<file path="src/rtl/bauPkg.sv">
package bauPkg;

  typedef enum logic {
    OP_LOAD  = 1'b0,
    OP_STORE = 1'b1
  } opKind_t;

  typedef enum logic [1:0] {
    ST_IDLE  = 2'd0,
    ST_READ  = 2'd1,
    ST_LATCH = 2'd2,
    ST_WRITE = 2'd3
  } bauState_t;

  // strobes from control to datapath
  typedef struct packed {
    logic takeReq;    // register address, half select and datum
    logic grabLoad;   // register extracted byte as load result
    logic grabMerge;  // register merged word for write-back
  } bauStrobes_t;

endpackage

</file>
<file path="src/rtl/bauControl.sv">
module bauControl
  import bauPkg::*;
(
  input  logic        clk,
  input  logic        rstN,
  input  logic        reqValid,
  input  opKind_t     reqOp,
  output bauStrobes_t strobes,
  output logic        ready,
  output logic        done,
  output logic        memRe,
  output logic        memWe
);

  bauState_t state, stateNext;
  opKind_t   opReg;
  logic      doneNext;

  always_comb begin
    stateNext = state;
    strobes   = '0;
    ready     = 1'b0;
    memRe     = 1'b0;
    memWe     = 1'b0;
    doneNext  = 1'b0;
    unique case (state)
      ST_IDLE: begin
        ready = 1'b1;
        if (reqValid) begin
          strobes.takeReq = 1'b1;
          stateNext       = ST_READ;
        end
      end
      ST_READ: begin
        memRe     = 1'b1;
        stateNext = ST_LATCH;
      end
      ST_LATCH: begin
        if (opReg == OP_STORE) begin
          strobes.grabMerge = 1'b1;
          stateNext         = ST_WRITE;
        end else begin
          strobes.grabLoad = 1'b1;
          doneNext         = 1'b1;
          stateNext        = ST_IDLE;
        end
      end
      ST_WRITE: begin
        memWe     = 1'b1;
        doneNext  = 1'b1;
        stateNext = ST_IDLE;
      end
      default: stateNext = ST_IDLE;
    endcase
  end

  always_ff @(posedge clk) begin
    if (!rstN) begin
      state <= ST_IDLE;
      opReg <= OP_LOAD;
      done  <= 1'b0;
    end else begin
      state <= stateNext;
      done  <= doneNext;
      if (strobes.takeReq) opReg <= reqOp;
    end
  end


  rw_exclusive_chk: assert property (@(posedge clk) disable iff (!rstN)
    !(memRe && memWe));


  write_follows_read_chk: assert property (@(posedge clk) disable iff (!rstN)
    memWe |-> $past(memRe, 2));


  busy_not_ready_chk: assert property (@(posedge clk) disable iff (!rstN)
    (memRe || memWe) |-> !ready);


  done_single_pulse_chk: assert property (@(posedge clk) disable iff (!rstN)
    done |=> !done);

endmodule

</file>
<file path="src/rtl/bauDatapath.sv">
module bauDatapath
  import bauPkg::*;
#(
  parameter int ADDR_W = 16,
  parameter int WORD_W = 16
) (
  input  logic              clk,
  input  logic              rstN,
  input  bauStrobes_t       strobes,
  input  logic [ADDR_W-1:0] reqBase,
  input  logic [ADDR_W-1:0] reqIndex,
  input  logic [WORD_W-1:0] reqData,
  input  logic [WORD_W-1:0] memRdata,
  output logic [ADDR_W-1:0] memAddr,
  output logic [WORD_W-1:0] memWdata,
  output logic [WORD_W-1:0] loadData
);

  localparam int BYTE_W = WORD_W / 2;

  logic [ADDR_W-1:0] wordOffset;
  logic [ADDR_W-1:0] addrReg;
  logic              lowSel;
  logic [BYTE_W-1:0] byteReg;
  logic [WORD_W-1:0] resultReg;
  logic [WORD_W-1:0] mergeReg;
  logic [BYTE_W-1:0] pickedByte;
  logic [WORD_W-1:0] mergedWord;
  logic              unusedDatumHigh;

  // arithmetic half of the signed byte index
  assign wordOffset = ADDR_W'($signed(reqIndex) >>> 1);

  // upper datum bits play no part in a store
  assign unusedDatumHigh = ^reqData[WORD_W-1:BYTE_W];

  assign pickedByte = lowSel ? memRdata[BYTE_W-1:0] : memRdata[WORD_W-1:BYTE_W];
  assign mergedWord = lowSel ? {memRdata[WORD_W-1:BYTE_W], byteReg}
                             : {byteReg, memRdata[BYTE_W-1:0]};

  always_ff @(posedge clk) begin
    if (!rstN) begin
      addrReg   <= '0;
      lowSel    <= 1'b0;
      byteReg   <= '0;
      resultReg <= '0;
      mergeReg  <= '0;
    end else begin
      if (strobes.takeReq) begin
        addrReg <= reqBase + wordOffset;
        lowSel  <= reqIndex[0];
        byteReg <= reqData[BYTE_W-1:0];
      end
      if (strobes.grabLoad)  resultReg <= {{(WORD_W-BYTE_W){1'b0}}, pickedByte};
      if (strobes.grabMerge) mergeReg  <= mergedWord;
    end
  end

  assign memAddr  = addrReg;
  assign memWdata = mergeReg;
  assign loadData = resultReg;


  addr_held_chk: assert property (@(posedge clk) disable iff (!rstN)
    strobes.grabMerge |=> $stable(memAddr));

endmodule

</file>
<file path="src/rtl/byteAccessUnit.sv">
module byteAccessUnit
  import bauPkg::*;
(
  input  logic        clk,
  input  logic        rstN,
  input  logic        reqValid,
  input  logic        reqOp,
  input  logic [15:0] reqBase,
  input  logic [15:0] reqIndex,
  input  logic [15:0] reqData,
  output logic        ready,
  output logic        done,
  output logic [15:0] loadData,
  output logic [15:0] memAddr,
  output logic        memRe,
  output logic        memWe,
  output logic [15:0] memWdata,
  input  logic [15:0] memRdata
);

  bauStrobes_t strobes;

  bauControl u_control (
    .clk      (clk),
    .rstN     (rstN),
    .reqValid (reqValid),
    .reqOp    (opKind_t'(reqOp)),
    .strobes  (strobes),
    .ready    (ready),
    .done     (done),
    .memRe    (memRe),
    .memWe    (memWe)
  );

  bauDatapath #(
    .ADDR_W (16),
    .WORD_W (16)
  ) u_datapath (
    .clk      (clk),
    .rstN     (rstN),
    .strobes  (strobes),
    .reqBase  (reqBase),
    .reqIndex (reqIndex),
    .reqData  (reqData),
    .memRdata (memRdata),
    .memAddr  (memAddr),
    .memWdata (memWdata),
    .loadData (loadData)
  );


  one_half_kept_chk: assert property (@(posedge clk) disable iff (!rstN)
    memWe |-> (memWdata[15:8] == $past(memRdata[15:8]) ||
               memWdata[7:0]  == $past(memRdata[7:0])));


  write_same_addr_chk: assert property (@(posedge clk) disable iff (!rstN)
    memWe |-> memAddr == $past(memAddr, 2));

endmodule

</file>
<file path="config.mk">
export PLATFORM = sky130hd
export DESIGN_NAME = byteAccessUnit
export DESIGN_NICKNAME = d
export VERILOG_FILES = /design/src/rtl/bauPkg.sv /design/src/rtl/bauControl.sv /design/src/rtl/bauDatapath.sv /design/src/rtl/byteAccessUnit.sv
export SDC_FILE = /design/constraint.sdc
export NUM_CORES = 1
export LEC_CHECK = 0
export ABC_AREA = 1
export CORE_ASPECT_RATIO = 0.5
export CORE_UTILIZATION = 40
export CTS_CLUSTER_SIZE = 16
export DETAILED_ROUTE_END_ITERATION = 16
export HOLD_SLACK_MARGIN = 0.06
export PLACE_DENSITY = 0.74
export SLEW_MARGIN = 15
export SYNTH_ARGS = -nofsm -noshare
export SYNTH_HDL_FRONTEND = slang
export SYNTH_SLANG_ARGS = --single-unit
export TNS_END_PERCENT = 1
</file>
<file path="constraint.sdc">
create_clock -name clk -period 4.19 [get_ports clk]
set_input_delay 0.838 -clock clk [delete_from_list [all_inputs] [get_ports clk]]
set_output_delay 0.838 -clock clk [all_outputs]
set_load 0.01 [all_outputs]
</file>
Yosys cells after proc, flatten, opt, wreduce, memory -nomap -nowiden
Cells that the tools add are included.
{"block": "op_classes", "reduce_logical": 1, "n_eq_ne": 4, "div": 0, "muxes": 14, "n_bitwise": 0, "shift": 0, "n_mul": 0, "n_addsub": 1, "n_lt_le_gt_ge": 0}
{"op": "adder 16 bit", "n": 1}
{"op": "2-to-1 mux 16 bit", "n": 1}
{"op": "2-to-1 mux 8 bit", "n": 1}
{"op": "case mux 2 bit (4 select lines)", "n": 1}
{"op": "2-to-1 mux 1 bit", "n": 7}
{"op": "2-to-1 mux 2 bit", "n": 3}
{"op": "== test 2 bit (second input constant)", "n": 2}
{"op": "== test 2 x 1 -> 1 bit (second input constant)", "n": 1}
{"op": "logical NOT 2 bit", "n": 1}
{"op": "inequality test 2 bit (second input constant)", "n": 1}
{"op": "case mux 1 bit (2 select lines)", "n": 1}
{"block": "word_totals", "memories": 0, "mem_bits_ro": 0, "latch_bits": 0, "wordCells": 28, "inputBits": 68, "out_inout_bits": 52, "ramBits": 0, "register_bits": 53}

Logic depth before layout (Yosys ltp)
Gate-level depths: netlist (run 1).
{"block": "depth", "depth_word": 2, "mapped_depth": 12, "depth_no_buf": 12}

Modules after synthesis
A second synthesis (run 1) with hierarchy kept.
{"block": "unflattened", "cells_unflattened": 494, "area_unflattened_um2": 3204.3}
{"module": "bauDatapath", "area_each_um2": 3021.6, "instances": 1, "seq_area_each_um2": 980.9, "cells_each": 469}
{"module": "bauControl", "area_each_um2": 182.7, "instances": 1, "seq_area_each_um2": 80.1, "cells_each": 25}

Worst setup path after synthesis (run 1)
OpenSTA, ideal clock, no wires.
{"block": "synth_timing", "path_kind": "input to register", "startpoint": "in reqBase[0]", "endpoint": "reg u_datapath.addrReg[8], in the netlist u_datapath.memAddr[8]", "setup_slack_ns": 2.031, "required_ns": 4.081, "setup_ns": 0.109, "arrival_ns": 2.050, "path_stages": 11, "path_buffers": 0, "path_cell_list": "ha_1 fa_1 nand2_1 nand2_1 and2_4 nand2_1 nand2_1 xnor2_1 nand2_1 nand2_1 inv_1"}
{"block": "synth_via", "elab_chain_cells": 1}
{"item": "from (decl)", "line": "byteAccessUnit.sv:8", "source": "input logic [15:0] reqBase,"}
{"item": "adder 16 bit", "line": "bauDatapath.sv:50", "source": "addrReg <= reqBase + wordOffset;"}
{"item": "to (signal assigned)", "line": "bauDatapath.sv:50"}
{"item": "to (decl)", "line": "bauDatapath.sv:22", "source": "logic [ADDR_W-1:0] addrReg;"}
No other way between the ends.
A chain may end at the register's enable or synchronous reset.

Worst setup path in the final report (run 1)
{"block": "layout_timing", "startpoint": "reg u_control.state[1]", "endpoint": "out memWe"}
{"block": "layout_via", "elab_chain_cells": 2}
{"item": "from (decl)", "line": "bauControl.sv:15", "source": "bauState_t state, stateNext;"}
{"item": "from (signal assigned)", "line": "bauControl.sv:63", "source": "state <= stateNext;"}
{"item": "== test 2 bit", "line": "bauControl.sv:26", "source": "unique case (state)"}
{"item": "2-to-1 mux 1 bit", "line": "bauControl.sv:26"}
{"item": "to (decl)", "line": "byteAccessUnit.sv:16", "source": "output logic memWe,"}
No other way between the ends.

==> results of run 1 <==
per-stage QoR:
step / total power [uW] / area [sq um] / setup WS, ns / cells
floorplan: 785 / 3220 / 2.03 / 485
global placement: 918 / 4230 / 1.44 / 671
detailed placement: 924 / 4230 / 1.43 / 671
CTS: 1360 / 4390 / 1.51 / 679
global route: 1420 / 4390 / 1.35 / 679
finish: 1340 / 4390 / 1.52 / 679
power by group through the flow:
stage | registers [uW] | logic [uW] | clock network, uW
floorplan | 573 | 213 | 0
global placement | 564 | 354 | 0
detailed placement | 566 | 358 | 0
CTS | 554 | 359 | 442
global route | 559 | 403 | 460
finish | 554 | 356 | 429
logic make-up (layout without fill, tap and decap cells):
group / count (synthesis) / count (layout) / share of synthesized area [%]
AND/OR/NAND/NOR: 209 / 209 / 27.3
buffers and inverters: 109 / 195 / 14.8
AO/OA/AOI/OAI: 77 / 77 / 13.8
flip-flops: 53 / 53 / 33.3
adder cells (fa/ha/maj): 16 / 16 / 6.51
multiplexers: 8 / 8 / 2.82
XOR/XNOR: 5 / 5 / 1.37
other: 1 / 8 / 0.118
final cells by class:
cell class | instances | area (sq um)
clock inverters | 1 | 5.00
multi-input cells | 323 | 1680
flip-flops and latches | 53 | 1060
inverters | 82 | 308
well taps | 108 | 135
repair buffers | 105 | 1050
fillers | 743 | 3120
clock buffers | 7 | 153
Yosys cell counts:
cell	number
a211oi_1	16
a211oi_2	1
a21oi_1	35
and2_4	1
buf_1	2
buf_2	8
buf_4	10
buf_6	2
clkbuf_1	5
conb_1	1
dfxtp_1	53
fa_1	1
ha_1	15
inv_1	81
inv_2	1
mux2_2	8
nand2_1	111
nand2_2	2
nand3_1	38
nand3_2	1
nand3b_1	2
nand4_1	1
nor2_1	46
nor2_2	2
nor3_1	3
o211ai_1	3
o21ai_0	22
or2_1	2
xnor2_1	4
xor2_1	1
metal layers:
layer	global-route usage, %	routed length [um]	vias up
li1	-	-	1680
met1	22.8	3510	1294
met2	33.4	3400	61
met3	2.44	255	9
met4	6.62	109	0
met5	0	0	-
worst paths after layout:
| path | end | slack, ns | depth (start not counted) |
|---|---|---|---|
| setup / recovery | memWe | 1.52 | 3 |
| hold / removal | u_datapath.loadData[3] | 0.45 | 2 |
| setup reg to reg | u_datapath.memAddr[4] | 2.17 | 7 |
| hold reg to reg | u_datapath.loadData[3] | 0.45 | 2 |
registers in the layout, indices dropped and copies added, names as in the netlist:
name                 flops
u_control.state          2
u_datapath.byteReg       8
u_datapath.lowSel        1
u_datapath.memAddr      16
u_control.done           1
u_datapath.memWdata     16
u_datapath.loadData      8
u_control.opReg          1
critical path, cell delays in order, from the launching register on:
cell and delay [ns]:
dfxtp_1 0.79, nand2_1 0.14, inv_1 0.09, clkdlybuf4s50_1 0.54
==> metrics, run 1 <==
CTS Buf Count=5; Clock transition at path regs=0.06 ns; Yosys warning total=0; total global-route track usage=18.5%; Mapped Cells=478; Horiz. Die Dim=128 um; CP required=3.35 ns; antenna cells=0; RSZ-0062 raised after global routing=false; Root Driver=clkbuf_16; Seq cells post-synth=53; clock period minus worst slack=2.67 ns; first-pass GRT wire length=12.3 mm; CTS tree=done; Avg Cell Area, Syn=6.67 sq um; vias in the first global route=2761; drt via density=4.48; Flop pwr share=41.4%; IO Count=120; vias after detailed routing=3044; min-delay src=u_datapath.loadData[3]; fmax=374 MHz; largest net degree at the start of global routing=42; ratio of cells with drive above 1 in the final layout=4.55%; Combinational Power Share=26.6%; Distinct cells, synth=30; Setup Buffers After CTS=0; number of hold buffers added after cts=0; final wirelength=7.27 mm; FP Rows=22; Max Cap Violations=0; count of buffers from port buffering=103; Clock Sinks=53; core box area=7510 sq um; worst-path fanout max=21; largest cells by area after synthesis=dfxtp_1, nand2_1, inv_1, nand3_1, ha_1; Crit Path Class=reg -> out; initial antenna violation count=0; actual slew at the worst max-slew pin=0.724 ns; H-tree depth=2; final core utilization=58.4%; gr ovfl total=0; Worst Skew=0.00475 ns; worst-skew pair later-pin latency=0.29 ns; initial DRC count=114; Worst EP arrival=1.83 ns; post-route DRC violation count=0; P per Cell Area=305 nW/um^2; cts repair resizes=0; CTS max path bufs=2; setup violators final=0; mapped cell area=3190 sq um; Routed Antenna Nets=0; final period utilization=63.8%; Internal Power=962 uW; nets=654; Worst setup SP type=flop; Routed wire per std cell=10.7 um; top cell type's share of synthesized area=33.3%; Peak VDD IR=161 uV; TritonRoute pass-1 iters=4; setup TNS=0 ns; status=complete, no violations; Worst slew margin=51.7%; register area share after synthesis=33.3%; most common cell after layout, fill and taps aside=nand2_1; Initial Util=42.5%; Placer Congestion=0.832; switching portion of total power=28.2%; final hold vios=0; most frequent cells in the layout=nand2_1, clkdlybuf4s50_1, inv_1; clock share of power=32.0%; LEAKAGE=0.00200 uW; Setup crit end kind=output port; die outline height=65.2 um; Synth-to-Final Area Change=37.6%; Sw Pwr=377 uW; die area=8360 sq um; crit path from=u_control.state[1]; Final HPWL DP=5.64 mm; Hold Path Class=reg -> reg; hold slack=0.451 ns; r2r startpoint=u_control.state[1]; Yosys top cell by area=dfxtp_1; Final Max Slew Viols=0
Power figures use the tool's default switching activity.
==> inputs of run 2 (changes only) <==
--- a/config.mk
+++ b/config.mk
@@ -11,7 +11,7 @@
 export CTS_CLUSTER_SIZE = 16
 export DETAILED_ROUTE_END_ITERATION = 16
 export HOLD_SLACK_MARGIN = 0.06
-export PLACE_DENSITY = 0.74
+export PLACE_DENSITY = 0.77
 export SLEW_MARGIN = 15
 export SYNTH_ARGS = -nofsm -noshare
 export SYNTH_HDL_FRONTEND = slang
==> constraint.sdc (replaced) <==
create_clock -name clk -period 2.41 [get_ports clk]
set_input_delay 0.482 -clock clk [delete_from_list [all_inputs] [get_ports clk]]
set_output_delay 0.482 -clock clk [all_outputs]
set_load 0.01 [all_outputs]
==> metrics, run 2 (synthesized netlist as in run 1, its figures left out) <==
Internal Power=1720 uW; most frequent cells in the layout=nand2_1, clkdlybuf4s50_1, inv_1; final hold vios=0; post-route DRC violation count=0; crit path from=reqBase[0]; setup TNS=0 ns; die outline height=65.2 um; Horiz. Die Dim=128 um; final period utilization=85.1%; vias after detailed routing=3102; CP Capture Point=u_datapath.memAddr[8]; final core utilization=59.0%; TritonRoute pass-1 iters=4; Setup crit end kind=flop; RR Endpoint=u_datapath.memWdata[15]; switching portion of total power=27.7%; Setup Slack @ Placement=0.0577 ns; RSZ-0062 raised after global routing=false; H-tree depth=2; Worst slew margin=58.4%; Synth-to-Final Area Change=39.1%; Worst EP arrival=2.24 ns; Clock transition at path regs=0.06 ns; setup violators final=0; Max Cap Violations=0; total global-route track usage=18.6%; final wirelength=7.42 mm; core box area=7510 sq um; drt via density=4.55; final worst setup slack=0.360 ns; Flop pwr share=40.3%; CP required=2.60 ns; CTS Buf Count=5; CTS max path bufs=2; worst reg2reg setup slack=0.83 ns; most common cell after layout, fill and taps aside=nand2_1; Combinational Power Share=26.6%; count of buffers from port buffering=103; P per Cell Area=537 nW/um^2; nets=658; Routed Antenna Nets=0; Hold Path Class=reg -> reg; Peak VDD IR=268 uV; FP Rows=22; cts repair resizes=0; gr ovfl total=0; LEAKAGE=0.00202 uW; number of hold buffers added after cts=0; Root Driver=clkbuf_16; Sw Pwr=661 uW; Crit Path Class=in -> reg; Initial Util=42.5%; Placer Congestion=0.821; Final Max Slew Viols=0; IO Count=120; worst-skew pair later-pin latency=0.29 ns; clock share of power=33.1%; Reg2Reg Depth=5; Worst Skew=0.00407 ns; status=complete, no violations; Clock Sinks=53; initial DRC count=145; worst-path fanout max=3; Routed wire per std cell=10.9 um; Setup Buffers After CTS=0; clock period minus worst slack=2.05 ns; initial antenna violation count=0; actual slew at the worst max-slew pin=0.623 ns; antenna cells=0; largest net degree at the start of global routing=35; Final HPWL DP=5.81 mm; ratio of cells with drive above 1 in the final layout=5.05%; first-pass GRT wire length=12.5 mm; fmax=488 MHz; vias in the first global route=2786; Worst setup SP type=primary input; CTS tree=done; die area=8360 sq um; r2r startpoint=u_control.opReg
-- run 2: worst max-delay path, stage by stage --
cell and delay (ns):
clkdlybuf4s50_1 0.40, ha_1 0.23, fa_1 0.41, nand2_1 0.09, nand2_1 0.07, and2_4 0.15
nand2_1 0.05, nand2_1 0.06, xnor2_1 0.12, nand2_1 0.07, nand2_1 0.08, inv_1 0.03
-- run 2: metrics by stage --
stage               instance area, sq um  std cells  hold slack (ns)  total power (uW)
global placement                    4280        675            0.444              1610
global route                        4440        682            0.466              2520
floorplan                           3220        485            0.435              1370
CTS                                 4440        682            0.457              2400
detailed placement                  4280        675            0.447              1620
finish                              4440        682            0.455              2380
-- run 2: area by class of cell --
class | count | area [sq um]
timing repair buffer | 109 | 1090
clock inverter | 2 | 35.0
fill | 728 | 3080
sequential | 53 | 1060
multi-input combinational | 323 | 1680
inverter | 82 | 308
tap | 108 | 135
clock buffer | 5 | 125
-- run 2: how the worst min path moves through the flow --
| stage | start | endpoint | cells after the start |
|---|---|---|---|
| floorplan | u_datapath.byteReg[1] | u_datapath.byteReg[1] | 2 |
| global placement | u_datapath.byteReg[3] | u_datapath.byteReg[3] | 2 |
| detailed placement | u_datapath.loadData[5] | u_datapath.loadData[5] | 2 |
| CTS | u_datapath.loadData[7] | u_datapath.loadData[7] | 2 |
| global route | u_datapath.loadData[7] | u_datapath.loadData[7] | 2 |
| finish | u_datapath.loadData[7] | u_datapath.loadData[7] | 2 |
-- run 2: power by group through the flow --
stage	Clock, uW	Combinational [uW]	Sequential, uW
2_1_floorplan	0	370	996
3_3_place_gp	0	626	980
3_5_place_dp	0	635	982
4_1_cts	799	637	962
5_1_grt	834	716	968
6_report	789	634	962
-- run 2: metal layers --
layer  vias to the layer above  global-route usage, %  wire length [um]
li1                       1684                      -                 -
met1                      1352                   23.7              3550
met2                        62                   33.6              3570
met3                         4                   2.44               246
met4                         0                   4.12                57
met5                         -                      0                 0
